<file path="src/rtl/io_resp_pkg.sv">
package io_resp_pkg;
  typedef enum logic [1:0] {
    ST_IDLE  = 2'd0,
    ST_DRIVE = 2'd1,
    ST_HOLD  = 2'd2,
    ST_SKIP  = 2'd3
  } seq_state_t;
endpackage

</file>
<file path="src/rtl/io_resp_ctrl.sv">
module io_resp_ctrl
  import io_resp_pkg::*;
(
  input  logic       clk_i,
  input  logic       rst_ni,
  input  logic       io_active_i,
  input  logic       hit_i,
  input  logic       strobe_i,
  output seq_state_t state_o,
  output logic       capture_o,
  output logic       accept_o,
  output logic       reject_o
);
  seq_state_t state_q, state_d;
  logic       accept_q, reject_q;

  always_comb begin
    state_d = state_q;
    unique case (state_q)
      ST_IDLE: begin
        if (io_active_i) state_d = hit_i ? ST_DRIVE : ST_SKIP;
      end
      ST_DRIVE: begin
        // a falling tag wins over a simultaneous strobe
        if (!io_active_i)   state_d = ST_IDLE;
        else if (strobe_i)  state_d = ST_HOLD;
      end
      ST_HOLD, ST_SKIP: begin
        if (!io_active_i) state_d = ST_IDLE;
      end
      default: state_d = ST_IDLE;
    endcase
  end

  always_ff @(posedge clk_i or negedge rst_ni) begin
    if (!rst_ni) begin
      state_q  <= ST_IDLE;
      accept_q <= 1'b0;
      reject_q <= 1'b0;
    end else begin
      state_q  <= state_d;
      accept_q <= (state_q == ST_DRIVE) && io_active_i && strobe_i;
      reject_q <= (state_q == ST_DRIVE) && !io_active_i;
    end
  end

  assign state_o   = state_q;
  assign capture_o = (state_q == ST_IDLE) && io_active_i && hit_i;
  assign accept_o  = accept_q;
  assign reject_o  = reject_q;
endmodule

</file>
<file path="src/rtl/io_resp_hold.sv">
module io_resp_hold #(
  parameter int DATA_W = 8,
  parameter int CC_W   = 3
) (
  input  logic              clk_i,
  input  logic              rst_ni,
  input  logic              capture_i,
  input  logic [DATA_W-1:0] data_i,
  input  logic [CC_W-1:0]   cc_i,
  output logic [DATA_W-1:0] data_o,
  output logic [CC_W-1:0]   cc_o,
  output logic              parity_o
);
  logic [DATA_W-1:0] data_q;
  logic [CC_W-1:0]   cc_q;
  logic              par_q;

  always_ff @(posedge clk_i or negedge rst_ni) begin
    if (!rst_ni) begin
      data_q <= '0;
      cc_q   <= '0;
      par_q  <= 1'b0;
    end else if (capture_i) begin
      data_q <= data_i;
      cc_q   <= cc_i;
      par_q  <= ~^data_i; // odd parity
    end
  end

  assign data_o   = data_q;
  assign cc_o     = cc_q;
  assign parity_o = par_q;
endmodule

</file>
<file path="src/rtl/io_resp_gate.sv">
module io_resp_gate #(
  parameter int W = 12
) (
  input  logic         en_i,
  input  logic [W-1:0] d_i,
  output logic [W-1:0] q_o
);
  for (genvar i = 0; i < W; i++) begin : g_bit
    assign q_o[i] = en_i & d_i[i];
  end
endmodule

</file>
<file path="src/rtl/io_in_responder.sv">
module io_in_responder
  import io_resp_pkg::*;
#(
  parameter int ADDR_W = 8,
  parameter int DATA_W = 8,
  parameter int CC_W   = 3
) (
  input  logic              clk_i,
  input  logic              rst_ni,
  input  logic              io_active_i,
  input  logic [ADDR_W-1:0] addr_i,
  input  logic [ADDR_W-1:0] dev_addr_i,
  input  logic              strobe_i,
  input  logic [DATA_W-1:0] hold_data_i,
  input  logic [CC_W-1:0]   hold_cc_i,
  output logic              sel_resp_o,
  output logic [DATA_W-1:0] data_o,
  output logic              parity_o,
  output logic [CC_W-1:0]   cc_o,
  output logic              accepted_o,
  output logic              rejected_o
);
  localparam int BUS_W = DATA_W + CC_W + 1;

  seq_state_t        state;
  logic              hit, capture;
  logic [DATA_W-1:0] data_q;
  logic [CC_W-1:0]   cc_q;
  logic              par_q;
  logic [BUS_W-1:0]  bus_raw, bus_out;

  assign hit = (addr_i == dev_addr_i);

  io_resp_ctrl u_ctrl (
    .clk_i       (clk_i),
    .rst_ni      (rst_ni),
    .io_active_i (io_active_i),
    .hit_i       (hit),
    .strobe_i    (strobe_i),
    .state_o     (state),
    .capture_o   (capture),
    .accept_o    (accepted_o),
    .reject_o    (rejected_o)
  );

  io_resp_hold #(.DATA_W(DATA_W), .CC_W(CC_W)) u_hold (
    .clk_i     (clk_i),
    .rst_ni    (rst_ni),
    .capture_i (capture),
    .data_i    (hold_data_i),
    .cc_i      (hold_cc_i),
    .data_o    (data_q),
    .cc_o      (cc_q),
    .parity_o  (par_q)
  );

  assign bus_raw = {par_q, cc_q, data_q};

  io_resp_gate #(.W(BUS_W)) u_gate (
    .en_i (state == ST_DRIVE),
    .d_i  (bus_raw),
    .q_o  (bus_out)
  );

  assign data_o     = bus_out[DATA_W-1:0];
  assign cc_o       = bus_out[DATA_W +: CC_W];
  assign parity_o   = bus_out[BUS_W-1];
  assign sel_resp_o = (state == ST_DRIVE) || (state == ST_HOLD);
endmodule

</file>
<file path="config.mk">
export PLATFORM = sky130hd
export DESIGN_NAME = io_in_responder
export DESIGN_NICKNAME = d
export VERILOG_FILES = /design/src/rtl/io_resp_pkg.sv /design/src/rtl/io_resp_ctrl.sv /design/src/rtl/io_resp_hold.sv /design/src/rtl/io_resp_gate.sv /design/src/rtl/io_in_responder.sv
export SDC_FILE = /design/constraint.sdc
export NUM_CORES = 1
export LEC_CHECK = 0
export BUFFER_PORTS_ARGS = -buffer_cell sky130_fd_sc_hd__buf_2
export CORE_AREA = 5 5 52 54
export CTS_CLUSTER_DIAMETER = 100
export DETAILED_ROUTE_END_ITERATION = 16
export DIE_AREA = 0 0 57 59
export HOLD_SLACK_MARGIN = 0.03
export PLACE_DENSITY = 0.75
export SLEW_MARGIN = 30
export SYNTH_ARGS = -nofsm -noshare
export SYNTH_HDL_FRONTEND = slang
export SYNTH_SLANG_ARGS = --single-unit
</file>
<file path="constraint.sdc">
create_clock -name clk_i -period 1.99 [get_ports clk_i]
set_input_delay 0.0995 -clock clk_i [delete_from_list [all_inputs] [get_ports clk_i]]
set_output_delay 0.0995 -clock clk_i [all_outputs]
set_load 0.05 [all_outputs]
</file>
# After elaboration in Yosys (flattened, before gate mapping)
# Index checks and enable logic that the tools add are counted.
# totals
reg_bits,16
inputBits,31
output_inout_bits,15
wordCells,42
# op_classes
eq_ne,7
mux,6
bitwise,12
n_reduce_logical,11
# ops
cell,count
1-bit bitwise AND,12
2-bit 2-to-1 mux,5
8-bit == test,1
8-bit XNOR reduction,1
2-bit case mux with 3 select lines,1
1-bit logical AND,5
2-bit == test (second input constant),2
2-bit inequality test (second input constant),2
3-bit inequality test (second input constant),1
3-bit AND reduction,1
2-bit by 1-bit == test with 1-bit output (second input constant),1
2-bit logical NOT,1
2-bit OR reduction,1
1-bit logical NOT,1
1-bit logical OR,1

# Longest topological paths before layout
# Gate-level depths: netlist (run 1).
# depth
depth_word,4
mapped_depth,6
mapped_depth_nobuf,6

# Hierarchy
# A second synthesis (run 1) with hierarchy kept.
# unflattened
hier_cells,72
area_unflattened_um2,864.6
# modules_own_cells
module,instances,cells_per_inst,area_per_inst_um2,seq_area_each_um2
io_resp_hold,1,32,505.5,300.3
io_resp_ctrl,1,13,156.4,100.1
io_in_responder,1,14,106.4,0.0
io_resp_gate,1,13,96.3,0.0

# Worst setup path before layout (run 1)
# Ideal clock, no wire load.
# synth_path
path_kind,register to register
from,"register u_ctrl.state_q[0], in the netlist u_ctrl.state_o[0]"
to,"register u_hold.cc_q[0], in the netlist u_hold.cc_o[0]"
setup_ps,125
arrival_time_ps,1388
required_ps,1865
setup_slack_ps,477
path_stages_with_launch,7
path_buffers,1
synth_period_minus_slack_ps,1513
path_cell_list,dfrtp_1 > inv_1 > ha_1 > nand2_1 > nor3_2 > buf_6 > mux2_2
# synth_between
elab_chain_len,3
# synth_lines
item,line_no,rtl
from (decl),io_resp_ctrl.sv:14,"seq_state_t state_q, state_d;"
from (signal assigned),io_resp_ctrl.sv:41,state_q <= state_d;
2-bit logical NOT,io_resp_ctrl.sv:48,assign capture_o = (state_q == ST_IDLE) && io_active_i && hit_i;
1-bit logical AND (2 in a row),io_resp_ctrl.sv:48,
to (signal assigned),io_resp_hold.sv:25,cc_q <= cc_i;
to (decl),io_resp_hold.sv:15,logic [CC_W-1:0] cc_q;
# Every way passes these cells.
# A chain may end at the register's enable or synchronous reset.

# Worst setup path in the final report (run 1)
# layout_path
from,"register u_ctrl.state_q[1], in the netlist u_ctrl.state_o[1]"
to,output data_o[3]
# layout_between
elab_chain_len,2
# layout_lines
item,line_no,rtl
2-bit by 1-bit == test with 1-bit output,io_in_responder.sv:60,".en_i (state == ST_DRIVE),"
1-bit bitwise AND,io_resp_gate.sv:9,assign q_o[i] = en_i & d_i[i];
to (decl),io_in_responder.sv:17,"output logic [DATA_W-1:0] data_o,"
# Every way passes these cells.

==> results of run 1 <==
## registers in the layout, summed over array words and instances (netlist names)
name,cells
u_hold.cc_o,3
u_hold.parity_o,1
u_hold.data_o,8
u_ctrl.accept_o,1
u_ctrl.state_o,2
u_ctrl.reject_o,1
## Yosys cell counts
| library cell | count | area share [%] |
|---|---|---|
| nor3_2 | 1 | 1.1 |
| nor2_1 | 2 | 0.81 |
| nor2b_1 | 1 | 0.68 |
| o31ai_1 | 1 | 0.81 |
| and3_1 | 1 | 0.68 |
| ha_1 | 5 | 6.8 |
| nand2_1 | 5 | 2.0 |
| mux2_2 | 12 | 15 |
| inv_1 | 3 | 1.2 |
| a31oi_1 | 1 | 0.68 |
| clkbuf_1 | 1 | 0.41 |
| nand2b_1 | 1 | 0.68 |
| buf_6 | 1 | 1.2 |
| o21ai_0 | 2 | 1.1 |
| xnor2_1 | 15 | 14 |
| nand4_1 | 2 | 1.4 |
| and2_1 | 12 | 8.1 |
| dfrtp_1 | 16 | 43 |
## through the flow
step	cells	utilization [%]	total power (uW)	setup WS, ns	area, sq um
floorplan	82	-	729	0.477	922
global placement	154	54.2	827	0.358	1170
detailed placement	154	54.2	851	0.290	1170
CTS	159	56.3	1070	0.0908	1220
global route	159	56.3	1130	0.0101	1220
finish	159	56.3	1050	0.154	1220
## final timing paths
path / start / to / depth (start not counted)
min reg2reg: u_hold.data_o[0]$_DFFE_PN0P_ / u_hold.data_o[0]$_DFFE_PN0P_ / 1
max reg2reg: u_ctrl.state_o[1]$_DFFE_PN0P_ / u_ctrl.state_o[1]$_DFFE_PN0P_ / 5
min in group asynchronous: rst_ni / u_hold.data_o[4]$_DFFE_PN0P_ / 2
max: u_ctrl.state_o[1]$_DFFE_PN0P_ / data_o[3] / 4
max in group asynchronous: rst_ni / u_hold.cc_o[1]$_DFFE_PN0P_ / 2
min: hold_cc_i[2] / u_hold.cc_o[2]$_DFFE_PN0P_ / 2
## metal layers
metal	track usage, %	wire, um	vias up
met5	0	0	-
met4	3.97	7	0
met3	4.58	226	2
met2	21.0	867	35
met1	12.9	736	343
li1	-	-	368
## worst max-delay path, stage by stage (launching register included)
cell and delay [ns]:
dfrtp_1 0.43, inv_1 0.13, ha_1 0.44, and2_1 0.20, buf_2 0.26
## cells by family (layout without fill, tap and decap cells)
family | Yosys count | in the layout | share of synthesized area (%)
buf+inv | 5 | 54 | 2.85
fa+ha+maj | 5 | 5 | 6.78
compound gates | 4 | 4 | 2.58
xor+xnor | 15 | 15 | 14.2
mux | 12 | 12 | 14.7
simple gates | 25 | 25 | 15.5
flops | 16 | 16 | 43.4
## final cells by class
type	instances	area, sq um	area share, %
sequential	16	400	32.8
multi-input combinational	61	495	40.6
inverter	3	11.3	0.922
clock buffer	4	36.3	2.97
timing repair buffer	47	243	19.9
tap	28	35.0	2.87
## power breakdown
group | internal, uW | switching (uW)
combinational | 151 | 289
clock | 111 | 96.6
sequential | 368 | 31.3
total | 630 | 417
==> results.sh, run 1 <==
export IMPL_outcome="complete, no violations"
export IMPL_rsz0062_at_grt="false"
export IMPL_clockBufferDepth=2
export IMPL_clock_latency_ns=0.28
export IMPL_vias=748
export IMPL_grt_max_degree=17
export IMPL_setup_violations_final=0
export IMPL_syn2layout_area_growth_pct=32.4
export IMPL_end_kind="primary output"
export IMPL_drt_first_pass_iters=4
export IMPL_ys_warn_count=0
export IMPL_grt_pass1_wl_um=3150
export IMPL_grt_ovfl_total=0
export IMPL_ys_ff_latch=16
export IMPL_synth_cell_types=18
export IMPL_hp_class="input port to register"
export IMPL_clock_skew_ns=0.00660
export IMPL_drv_slew=0
export IMPL_grt_pass1_vias=763
export IMPL_chipWidth_um=57
export IMPL_slew_headroom_pct=70.6
export IMPL_ant_nets=0
export IMPL_max_freq_mhz=545
export IMPL_final_hold_viol_count=0
export IMPL_routed_wl_um=1840
export IMPL_cts_sinks=16
export IMPL_fin_nets=168
export IMPL_num_rows=17
export IMPL_globalplace_congestion=0.753
export IMPL_path_clk_slew_ns=0.09
export IMPL_die_y_um=59
export IMPL_drt_iter0_markers=13
export IMPL_route_detailed_drc=0
export IMPL_holdBufCountCts=1
export IMPL_detail_route_wl_per_cell_um=11.6
export IMPL_antenna_found_initial=0
export IMPL_cts_inserted_buffers=3
export IMPL_ios=46
export IMPL_ctsRootBufferMaster="clkbuf_4"
export IMPL_ctsResizeCount=0
export IMPL_cp_required_ns=1.89
export IMPL_syn_cell_area_sq_um=922
export IMPL_final_cell_mix="buf_2, dfrtp_1, xnor2_1, and2_1, mux2_2"
export IMPL_vias_per_cell=4.70
export IMPL_port_buffers=45
export IMPL_htree_num_levels=1
export IMPL_period_needed_ns=1.84
export IMPL_holdWs_ns=0.0502
export IMPL_final_common_cell="buf_2"
export IMPL_p_per_area_nw_per_um2=857
export IMPL_grt_use_total_pct=11.8
export IMPL_start_util_pct=42.5
export IMPL_cts_tree="built"
export IMPL_dp_hpwl_um=1560
export IMPL_final_setup_tns_ns=0
export IMPL_worst_slew_pin_slew_ns=0.440
export IMPL_core_sq_um=2170
export IMPL_ys_seq_area_share_pct=43.4
export IMPL_post_cts_setup_buffers=0
export IMPL_syn_num_nets=118
export IMPL_avgSynthCellArea_sq_um=11.2
export IMPL_criticalPathCategory="register to primary output"
export IMPL_syn_instance_count=82
export IMPL_cp_max_fo=16
export IMPL_ir_drop_mv=0.528
export IMPL_p_leak_uw=0.000660
export IMPL_min_period_over_period_pct=92.3
export IMPL_diodes=0
export IMPL_rrSetupSlack_ns=0.31
export IMPL_dieArea_sq_um=3360
export IMPL_drive_above_1_share_pct=48.1
export IMPL_cp_data_arrival_time_ns=1.74
export IMPL_nFillCells=205
export IMPL_cap_violations=0
export IMPL_startpoint_type="register"
Note: power is estimated with default switching activity, not from simulation.
==> run 2, diff against run 1 <==
==> constraint.sdc (replaced) <==
create_clock -name clk_i -period 1.99 [get_ports clk_i]
set_input_delay 0.597 -clock clk_i [delete_from_list [all_inputs] [get_ports clk_i]]
set_output_delay 0.597 -clock clk_i [all_outputs]
set_load 0.05 [all_outputs]
==> results.sh, run 2 (synthesized netlist as in run 1, its figures left out) <==
export IMPL_outcome="complete, no violations"
export IMPL_syn2layout_area_growth_pct=50.3
export IMPL_placed_cells_incl_taps=156
export IMPL_regArea_sq_um=402
export IMPL_max_freq_mhz=509
export IMPL_seq_power_share_pct=33.8
export IMPL_min_period_over_period_pct=98.8
export IMPL_instances_no_fill=164
export IMPL_holdBufCountCts=0
export IMPL_detail_route_wl_per_cell_um=12.2
export IMPL_slew_headroom_pct=76.7
export IMPL_grt_pass1_wl_um=3110
export IMPL_hp_class="input port to asynchronous set/reset pin"
export IMPL_dp_hpwl_um=1550
export IMPL_p_leak_uw=0.000709
export IMPL_slowest_delay_ns=0.41
export IMPL_htree_num_levels=1
export IMPL_start_util_pct=42.5
export IMPL_criticalPathCategory="register to primary output"
export IMPL_end_kind="primary output"
export IMPL_p_per_area_nw_per_um2=860
export IMPL_largest_reg_flops=8
export IMPL_cts_inserted_buffers=3
export IMPL_cp_max_fo=6
export IMPL_route_detailed_drc=0
export IMPL_path_cells="inv_2 > ha_4 > buf_6 > and2_4 > buf_8"
export IMPL_internal_power_uw=737
export IMPL_holdWs_ns=0.205
export IMPL_final_common_cell="buf_2"
export IMPL_grt_use_total_pct=11.9
export IMPL_path_clk_slew_ns=0.09
export IMPL_ant_nets=0
export IMPL_vias=755
export IMPL_setup_violations_final=0
export IMPL_cts_tree="built"
export IMPL_multi_input_area_sq_um=531
export IMPL_clock_skew_ns=0.00169
export IMPL_port_buffers=45
export IMPL_die_y_um=59
export IMPL_drive_above_1_share_pct=59.6
export IMPL_ios=46
export IMPL_grt_ovfl_total=0
export IMPL_nFillCells=173
export IMPL_startpoint_type="register"
export IMPL_cap_violations=0
export IMPL_routed_wl_um=2000
export IMPL_period_needed_ns=1.97
export IMPL_clockBufferDepth=2
export IMPL_drt_first_pass_iters=3
export IMPL_core_sq_um=2170
export IMPL_final_hold_viol_count=0
export IMPL_num_rows=17
export IMPL_switching_share_pct=38.2
export IMPL_final_cell_mix="buf_2, xnor2_1, dfrtp_1, mux2_2, and2_4"
export IMPL_worst_slew_pin_slew_ns=0.350
export IMPL_drv_slew=0
export IMPL_antenna_found_initial=0
export IMPL_cp_slowest_cell="dfrtp_1"
export IMPL_ctsRootBufferMaster="clkbuf_4"
export IMPL_globalplace_congestion=0.753
export IMPL_dieArea_sq_um=3360
export IMPL_fin_nets=173
export IMPL_drt_iter0_markers=1
export IMPL_cp_data_arrival_time_ns=1.37
export IMPL_p_comb_share_pct=48.5
export IMPL_vias_per_cell=4.60
export IMPL_cp_required_ns=1.39
export IMPL_p_clk_share_pct=17.7
export IMPL_diodes=0
export IMPL_clock_latency_ns=0.28
export IMPL_chipWidth_um=57
export IMPL_grt_pass1_vias=754
export IMPL_ir_drop_mv=0.756
export IMPL_switchingPower_uw=455
export IMPL_cts_sinks=16
export IMPL_rsz0062_at_grt="true"
export IMPL_grt_max_degree=17
## run 2: through the flow
step	setup TNS (ns)	worst slack, ns	instance area [sq um]	total power [uW]	util [%]
after floorplan	0	0.0404	922	729	-
after global placement	0	0.122	1190	855	54.8
after detailed placement	0	0.0623	1190	865	54.8
after CTS	0	0.00847	1310	1130	60.4
after global routing	-0.101	-0.0204	1390	1270	63.9
final	0	0.0243	1390	1190	63.9
## run 2: path summary, 6_finish.rpt
check	cells past startpoint	to	slack (ns)	start
max	5	cc_o[0]	0.02	u_ctrl.state_o[1]$_DFFE_PN0P_
min in group clk_i	1	u_hold.parity_o$_DFFE_PN0P_	0.52	u_hold.parity_o$_DFFE_PN0P_
min reg2reg	1	u_hold.parity_o$_DFFE_PN0P_	0.52	u_hold.parity_o$_DFFE_PN0P_
max in group asynchronous	1	u_ctrl.state_o[0]$_DFFE_PN0P_	1.51	rst_ni
max reg2reg	6	u_hold.data_o[7]$_DFFE_PN0P_	0.40	u_ctrl.state_o[0]$_DFFE_PN0P_
min	1	u_hold.data_o[4]$_DFFE_PN0P_	0.20	rst_ni
## run 2: worst max-delay path: cells and delay by family, from the launching register on
kind	cells	cell delay, ns
simple gates	1	0.14
fa+ha+maj	1	0.17
buf+inv	3	0.36
flops	1	0.41
## run 2: final cells by class
class | instances | share of cell area, %
clock buffers | 4 | 2.62
inverters | 3 | 0.812
multi-input cells | 61 | 38.3
flip-flops and latches | 16 | 29.0
well taps | 28 | 2.53
repair buffers | 52 | 26.8
## run 2: power by group through the flow
stage	clock network [uW]	registers, uW	logic, uW
after floorplan	0	423	305
final	212	402	578
after global placement	0	401	454
after detailed placement	0	404	460
after CTS	214	397	514
after global routing	224	409	638
## run 2: per-layer routing
layer / GRT usage (%) / part of all wire, %
met1: 12.7 / 38
met2: 23.2 / 51
met3: 2.61 / 10
met4: 3.97 / 1.0
met5: 0 / 0
## run 2: repair_timing
item                                    4_1_cts  5_1_grt
endpoints found under the setup margin       12       10
gates resized for setup                      21       22
setup buffers                                 2        1
gates cloned                                  0        1
